--- src/rtl/swr_pkg.sv ---
package swr_pkg;
  localparam int unsigned WORD_BITS  = 16;
  localparam int unsigned SYNC_DEPTH = 2;

  typedef enum logic [1:0] {
    ST_IDLE  = 2'd0,
    ST_SHIFT = 2'd1,
    ST_HOLD  = 2'd2
  } frame_state_e;
endpackage

--- src/rtl/swr_sync.sv ---
module swr_sync #(
  parameter int unsigned WIDTH  = 3,
  parameter int unsigned STAGES = 2
) (
  input  logic             clk_i,
  input  logic             rst_ni,
  input  logic [WIDTH-1:0] pin_i,
  output logic [WIDTH-1:0] lvl_o,
  output logic [WIDTH-1:0] rise_o,
  output logic [WIDTH-1:0] fall_o
);
  for (genvar g = 0; g < WIDTH; g++) begin : g_bit
    logic [STAGES-1:0] stg_q;
    logic [STAGES-1:0] stg_d;
    logic              prev_q;

    always_comb begin
      stg_d = {stg_q[STAGES-2:0], pin_i[g]};
    end

    always_ff @(posedge clk_i or negedge rst_ni) begin
      if (!rst_ni) begin
        stg_q  <= '0;
        prev_q <= 1'b0;
      end else begin
        stg_q  <= stg_d;
        prev_q <= stg_q[STAGES-1];
      end
    end

    assign lvl_o[g]  = stg_q[STAGES-1];
    assign rise_o[g] = stg_q[STAGES-1] & ~prev_q;
    assign fall_o[g] = ~stg_q[STAGES-1] & prev_q;
  end
endmodule

--- src/rtl/swr_frame.sv ---
module swr_frame
  import swr_pkg::*;
#(
  parameter int unsigned W = WORD_BITS
) (
  input  logic         clk_i,
  input  logic         rst_ni,
  input  logic         mode_uc_i,
  input  logic         sclk_fall_i,
  input  logic         fs_fall_i,
  input  logic         fs_rise_i,
  input  logic         fs_lvl_i,
  input  logic         din_i,
  output logic [W-1:0] word_o,
  output logic         valid_o
);
  localparam int unsigned CNT_W = $clog2(W + 1);
  localparam logic [CNT_W-1:0] LAST_BIT = CNT_W'(W - 1);

  frame_state_e     state_q, state_d;
  logic [CNT_W-1:0] cnt_q, cnt_d;
  logic [W-1:0]     sh_q, sh_d;
  logic [W-1:0]     word_q, word_d;
  logic             valid_q, valid_d;
  logic             armed_q, armed_d;

  // Arming tracks serial-clock falls seen while frame sync is high.
  always_comb begin
    armed_d = armed_q;
    if (fs_fall_i) begin
      armed_d = 1'b0;
    end else if (sclk_fall_i && fs_lvl_i) begin
      armed_d = 1'b1;
    end
  end

  always_comb begin
    state_d = state_q;
    cnt_d   = cnt_q;
    sh_d    = sh_q;
    word_d  = word_q;
    valid_d = 1'b0;
    if (fs_fall_i) begin
      if (mode_uc_i || armed_q) begin
        state_d = ST_SHIFT;
        cnt_d   = '0;
      end else begin
        state_d = ST_IDLE;
      end
    end else begin
      unique case (state_q)
        ST_SHIFT: begin
          if (mode_uc_i && fs_rise_i) begin
            state_d = ST_IDLE;
          end else if (sclk_fall_i) begin
            sh_d  = {sh_q[W-2:0], din_i};
            cnt_d = cnt_q + 1'b1;
            if (cnt_q == LAST_BIT) begin
              state_d = ST_HOLD;
              if (!mode_uc_i) begin
                word_d  = {sh_q[W-2:0], din_i};
                valid_d = 1'b1;
              end
            end
          end
        end
        ST_HOLD: begin
          if (mode_uc_i && fs_rise_i) begin
            word_d  = sh_q;
            valid_d = 1'b1;
            state_d = ST_IDLE;
          end
        end
        default: begin
        end
      endcase
    end
  end

  always_ff @(posedge clk_i or negedge rst_ni) begin
    if (!rst_ni) begin
      state_q <= ST_IDLE;
      cnt_q   <= '0;
      sh_q    <= '0;
      word_q  <= '0;
      valid_q <= 1'b0;
      armed_q <= 1'b0;
    end else begin
      state_q <= state_d;
      cnt_q   <= cnt_d;
      sh_q    <= sh_d;
      word_q  <= word_d;
      valid_q <= valid_d;
      armed_q <= armed_d;
    end
  end

  assign word_o  = word_q;
  assign valid_o = valid_q;

  // strobe lasts a single cycle
  p_valid_single_r2: assert property (@(posedge clk_i) disable iff (!rst_ni)
    valid_q |=> !valid_q);
  // the word only changes along with a strobe
  p_word_hold_r6: assert property (@(posedge clk_i) disable iff (!rst_ni)
    !valid_q |-> $stable(word_q));
  // controller commits follow a frame-sync rise
  p_uc_commit_rise_r2: assert property (@(posedge clk_i) disable iff (!rst_ni)
    (valid_q && $past(mode_uc_i)) |-> $past(fs_rise_i));
  // DSP commits follow a serial-clock fall
  p_dsp_commit_fall_r4: assert property (@(posedge clk_i) disable iff (!rst_ni)
    (valid_q && !$past(mode_uc_i)) |-> $past(sclk_fall_i));
  // a DSP frame only opens when armed
  p_dsp_start_armed_r5: assert property (@(posedge clk_i) disable iff (!rst_ni)
    (state_q == ST_SHIFT && $past(state_q) != ST_SHIFT && !$past(mode_uc_i))
      |-> $past(armed_q));
  // bit count never passes the word length
  p_count_bound_r1: assert property (@(posedge clk_i) disable iff (!rst_ni)
    cnt_q <= CNT_W'(W));
endmodule

--- src/rtl/swr_chain.sv ---
module swr_chain #(
  parameter int unsigned DEPTH = 16
) (
  input  logic clk_i,
  input  logic rst_ni,
  input  logic shift_i,
  input  logic bit_i,
  input  logic en_i,
  output logic out_o
);
  logic [DEPTH-1:0] dly_q, dly_d;

  always_comb begin
    dly_d = dly_q;
    if (shift_i) begin
      dly_d = {dly_q[DEPTH-2:0], bit_i};
    end
  end

  always_ff @(posedge clk_i or negedge rst_ni) begin
    if (!rst_ni) begin
      dly_q <= '0;
    end else begin
      dly_q <= dly_d;
    end
  end

  assign out_o = en_i & dly_q[DEPTH-1];

  // the delay line moves only on a serial-clock fall
  p_chain_hold_r7: assert property (@(posedge clk_i) disable iff (!rst_ni)
    !shift_i |=> $stable(dly_q));
endmodule

--- src/rtl/serial_word_rx.sv ---
module serial_word_rx
  import swr_pkg::*;
(
  input  logic                 clk_i,
  input  logic                 rst_ni,
  input  logic                 mode_uc_i,
  input  logic                 chain_en_i,
  input  logic                 sclk_i,
  input  logic                 fsync_i,
  input  logic                 sdata_i,
  output logic [WORD_BITS-1:0] word_o,
  output logic                 word_valid_o,
  output logic                 chain_o
);
  localparam int unsigned PINS  = 3;
  localparam int unsigned P_CLK = 0;
  localparam int unsigned P_FS  = 1;
  localparam int unsigned P_DAT = 2;

  logic [PINS-1:0] pins, lvl, rise, fall;

  assign pins[P_CLK] = sclk_i;
  assign pins[P_FS]  = fsync_i;
  assign pins[P_DAT] = sdata_i;

  swr_sync #(.WIDTH(PINS), .STAGES(SYNC_DEPTH)) u_sync (
    .clk_i  (clk_i),
    .rst_ni (rst_ni),
    .pin_i  (pins),
    .lvl_o  (lvl),
    .rise_o (rise),
    .fall_o (fall)
  );

  swr_frame #(.W(WORD_BITS)) u_frame (
    .clk_i       (clk_i),
    .rst_ni      (rst_ni),
    .mode_uc_i   (mode_uc_i),
    .sclk_fall_i (fall[P_CLK]),
    .fs_fall_i   (fall[P_FS]),
    .fs_rise_i   (rise[P_FS]),
    .fs_lvl_i    (lvl[P_FS]),
    .din_i       (lvl[P_DAT]),
    .word_o      (word_o),
    .valid_o     (word_valid_o)
  );

  swr_chain #(.DEPTH(WORD_BITS)) u_chain (
    .clk_i   (clk_i),
    .rst_ni  (rst_ni),
    .shift_i (fall[P_CLK]),
    .bit_i   (lvl[P_DAT]),
    .en_i    (chain_en_i),
    .out_o   (chain_o)
  );
endmodule

--- config.mk ---
export PLATFORM = sky130hd
export DESIGN_NAME = serial_word_rx
export DESIGN_NICKNAME = d
export VERILOG_FILES = /design/src/rtl/swr_pkg.sv /design/src/rtl/swr_sync.sv /design/src/rtl/swr_frame.sv /design/src/rtl/swr_chain.sv /design/src/rtl/serial_word_rx.sv
export SDC_FILE = /design/constraint.sdc
export NUM_CORES = 1
export LEC_CHECK = 0
export ABC_CLOCK_PERIOD_IN_PS = 4400
export CORE_UTILIZATION = 61
export CTS_CLUSTER_DIAMETER = 200
export DETAILED_ROUTE_END_ITERATION = 12
export HOLD_SLACK_MARGIN = 0.02
export PLACE_DENSITY_LB_ADDON = 0.3
export RECOVER_POWER = 100
export SYNTH_ARGS = -nofsm -noshare
export SYNTH_HDL_FRONTEND = slang
export SYNTH_SLANG_ARGS = --single-unit
--- constraint.sdc ---
create_clock -name clk_i -period 4.4 [get_ports clk_i]
set_clock_uncertainty 0.2 [all_clocks]
set_input_delay 1.32 -clock clk_i [delete_from_list [all_inputs] [get_ports clk_i]]
set_output_delay 1.32 -clock clk_i [all_outputs]
set_load 0.01 [all_outputs]
; ---- Word-level counts from Yosys, hierarchy flattened
; Cells that the tools add are included.
[totals]
ff_bits = 65
in_bits = 7
output_inout_bits = 18
elab_cells = 74
[op_classes]
n_addsub = 1
n_eq_ne = 13
muxes = 27
bitwise = 9
reduce_logical = 12
[ops]
columns = cell, count
row1 = $mux 16, 5
row2 = $pmux 16 s2, 1
row3 = $mux 5, 5
row4 = $reduce_and 4->1, 3
row5 = $mux 2, 5
row6 = $mux 1, 9
row7 = $ne 2x1->1 const B, 4
row8 = $ne 4x1->1 const B, 2
row9 = $reduce_bool 2->1, 4
row10 = $reduce_and 7->1, 1
row11 = $ne 2x2->1 const B, 3
row12 = $add 5x1->5 const B, 1
row13 = $eq 5x4->1 const B, 1
row14 = $not 1->1, 5
row15 = $and 1x1->1, 4
row16 = $pmux 2 s2, 1
row17 = $ne 3x1->1 const B, 1
row18 = $reduce_bool 3->1, 1
row19 = $eq 2x1->1 const B, 1
row20 = $eq 2x2->1 const B, 1
row21 = $logic_and 1x1->1, 2
row22 = $pmux 1 s2, 1
row23 = $logic_or 1x1->1, 1

; ---- Depth between registers and ports, before layout
; Gate-level depths: netlist of run 1.
[depth]
ltp_word = 6
ltp_mapped = 8
mapped_depth_nobuf = 8

; ---- By module
; Synthesis of run 1 repeated with hierarchy kept, for this count alone.
[hier_totals]
cells_unflattened = 194
area_unflattened_um2 = 2911.5
[modules_own_cells]
columns = mod, instances, cells_each, area_each_um2, seq_area_each_um2
row1 = swr_frame, 1, 141, 1970.6, 1026.0
row2 = swr_chain, 1, 35, 655.6, 400.4
row3 = swr_sync, 1, 18, 285.3, 225.2

; ---- Least setup slack after synthesis of run 1
; Ideal clock, no wire load.
[synth_path]
path_kind = input to output
start = input chain_en_i
end = output chain_o
arrival_ns = 1.485
required_time_ns = 2.880
setup_slack_ns = 1.395
path_stages = 1
path_buffers = 0
path_cell_list = and2_1
[synth_via]
elab_chain_cells = 1
[synth_rtl]
columns = element, line
row1 = "start, declared", serial_word_rx.sv:7  ; input logic chain_en_i,
row2 = $and 1x1->1, swr_chain.sv:28  ; assign out_o = en_i & dly_q[DEPTH-1];
row3 = "end, declared", serial_word_rx.sv:13  ; output logic chain_o
; Every way passes these cells.

; ---- Worst setup path after layout of run 1
; Ends and elaborated chain as after synthesis.

==> flow_metrics.tcl, run 1 <==
set metrics [dict create \
    status "complete, but fails checks" \
    violations "capacitance limit, slew limit" \
    insertion_delay_ns 0.33 \
    setup_viol 0 \
    maxSlewViolCount 71 \
    h-tree-depth 3 \
    cts_max_path_buffers 2 \
    grt_busiest_layer "met2" \
    layout-drive-gt1-share_pct 36.6 \
    worst_setup_path_end_kind "primary output" \
    finalCritPeriodShare_pct 90.5 \
    grt_max_degree 35 \
    utilization_pct 73.3 \
    dr.first_iter.drc_count 80 \
    hold_violations 0 \
    syn_to_final_growth_pct 15.1 \
    grt.met2_usage_pct 35.2 \
    cts-resized-gates 0 \
    ys_seq_area_share_pct 58.3 \
    track_usage_pct 22.1 \
    crit_type "in -> out" \
    place.detailed.hpwl_um 3060 \
    vias 1624 \
    post-place-ws_ns 0.478 \
    gp_congestion 0.768 \
    synth_fp_nets 201 \
    grt_pass1_vias 1692 \
    syn_inst 190 \
    overflow 0 \
    rsz0062_at_grt "no" \
    synth_warnings 0 \
    hold_buffers 0 \
    clk_pin_slew_ns 0.06 \
    ios 25 \
    clock.fmax_ghz 0.251 \
    max_slew.worst_pin.slew_ns 1.65 \
    routedWlPerCell_um 16.8 \
    cp_max_fo 1 \
    tns_ns 0 \
    power_density_nw_per_um2 529 \
    cts_setup_buffers 0 \
    hold_path.class "reg -> reg" \
    die_x_um 69.6 \
    die_h_um 69.6 \
    fin_crit_ns 3.98 \
    fin_ws_ns 0.419 \
    drt_drc_violations_left 0 \
    maxSlewHeadroom_pct -9.70 \
    leakagePower_nw 1.60 \
    start_util_pct 63.7 \
    p_clk_share_pct 30.3 \
    antenna_found_initial 0 \
    synth.cell_area_um2 2790 \
    ir_drop_mv 0.386 \
    numCtsBuffers 9 \
    vias_per_cell 5.88 \
    fillCellCount 279 \
    cts_tree "built" \
    drt_first_pass_iters 4 \
    root_buffer "clkbuf_8" \
    p_seq_share_pct 46.1 \
    grt_pass1_wl_um 8030 \
    switching_power_uw 465 \
    fp.dieArea_um2 4850 \
    ys_seq_elements 65 \
    switching_share_pct 27.4 \
    p_int_mw 1.23 \
    diodes 0 \
    place_area_um2 3040 \
    fp-row-count 24 \
    cap_violations 3 \
    wirelength_um 4640 \
    startpoint_type "primary input" \
    p_comb_share_pct 23.6 \
    use_met1_pct 27.2 \
    coreArea_um2 4380 \
    yosysUniqueCellTypes 32 \
    synth.avg_cell_area_um2 14.7 \
    io_buffers 24 \
    clkSinkCount 65 \
    finalNetCount 230 \
    met3_usage_pct 8.14 \
    fin_area_um2 3210 \
    arrival_ns 2.46 \
    worstPathRequired_ns 2.88 \
    ant_nets 0 \
]
-- layer usage --
metal | routed length (µm) | part of all wire (%)
met5 | 0 | 0
met3 | 217 | 4.7
met1 | 2000 | 43
met4 | 114 | 2.5
met2 | 2320 | 50
-- power by group through the flow --
stage	sequential, mW	clock, mW	combinational, mW
detailed placement	0.794	0	0.422
floorplan	0.782	0	0.308
global route	0.800	0.555	0.434
CTS	0.785	0.526	0.427
finish	0.784	0.515	0.401
global placement	0.781	0	0.393
-- critical path: stages --
cell	delay, ns
clkdlybuf4s50_1	0.44
and2_1	0.11
dlygate4sd3_1	0.59
-- flip-flops by register name, indices dropped and copies added, names as in the netlist --
signal and count:
u_frame.sh_q 16, u_frame.state_q 2, u_frame.armed_q 1, u_frame.word_o 16, u_chain.dly_q 16, u_sync.g_bit.stg_q 6, u_sync.g_bit.prev_q 2, u_frame.valid_o 1
u_frame.cnt_q 5
-- worst paths after layout --
| path | slack [ns] | cells past startpoint | to | from |
|---|---|---|---|---|
| min reg2reg | 0.15 | 0 | u_sync.g_bit[0].stg_q[1] | u_sync.g_bit[0].stg_q[0] |
| min in group asynchronous | 1.19 | 1 | u_frame.sh_q[11] | rst_ni |
| min | 0.15 | 0 | u_sync.g_bit[0].stg_q[1] | u_sync.g_bit[0].stg_q[0] |
| max | 0.42 | 3 | chain_o | chain_en_i |
| max reg2reg | 0.91 | 5 | u_frame.word_o[9] | u_frame.state_q[0] |
| max in group asynchronous | 1.24 | 2 | u_chain.dly_q[5] | rst_ni |
-- cells in the final DEF (no fill, tap or decap), types with 2 or more instances in the layout --
cell type	count
inv_1	9
and2_1	2
ha_1	4
nand3_1	2
a21oi_1	4
o31ai_1	2
o21ai_0	4
and2b_1	2
dfrtp_1	65
nor2b_1	2
mux2_2	65
clkbuf_8	12
o311ai_0	3
dlygate4sd3_1	22
nor3_1	3
nand2_1	5
clkbuf_1	3
-- synth_stat cells --
cell	number	area, µm²
a211oi_1	1	7.51
a21o_1	1	7.51
a21oi_1	3	15.0
a21oi_2	1	8.76
a22o_1	1	8.76
and2_1	2	12.5
and2b_1	2	15.0
and3_1	1	6.26
and4b_1	1	10.0
buf_2	3	15.0
buf_4	2	15.0
buf_6	1	11.3
buf_8	1	15.0
dfrtp_1	65	1630
ha_1	4	50.1
inv_1	9	33.8
mux2_2	65	732
nand2_1	4	15.0
nand2_2	1	6.26
nand2b_2	1	8.76
nand3_1	2	10.0
nand3b_1	1	7.51
nor2b_1	1	6.26
nor2b_2	1	8.76
nor3_1	3	15.0
o2111ai_4	1	26.3
o21ai_0	4	20.0
o21bai_1	1	7.51
o22ai_4	1	20.0
o2bb2ai_1	1	8.76
o311ai_0	3	26.3
o31ai_1	2	15.0
-- metrics by stage --
step / instances / power [mW] / hold WS (ns)
floorplan: 190 / 1.09 / 0.131
global placement: 260 / 1.17 / 0.136
detailed placement: 260 / 1.22 / 0.136
CTS: 276 / 1.74 / 0.150
global route: 276 / 1.79 / 0.156
finish: 276 / 1.70 / 0.149
-- cell families after synthesis --
logic type | share of synthesized area (%)
buffers and inverters | 3.23
DFF | 58.3
muxes | 26.2
and+or+nand+nor | 4.35
adders and majority gates | 1.79
AOI/OAI and AO/OA | 6.14
-- cell type report --
| cell class | count | area [µm²] | share of cell area (%) |
|---|---|---|---|
| tap | 52 | 65.1 | 2.02 |
| inverter | 9 | 33.8 | 1.05 |
| timing repair buffer | 25 | 239 | 7.44 |
| multi-input combinational | 109 | 1040 | 32.4 |
| clock inverter | 2 | 35.0 | 1.09 |
| clock buffer | 14 | 173 | 5.37 |
| sequential | 65 | 1630 | 50.6 |
Note: power is estimated with default switching activity, not from simulation.
==> inputs of run 2 (changes only) <==
Settings changed: SKIP_CTS_REPAIR_TIMING set to 1.
==> results of run 2 <==
The final DEF is identical to that of run 1; final timing and power are the same.
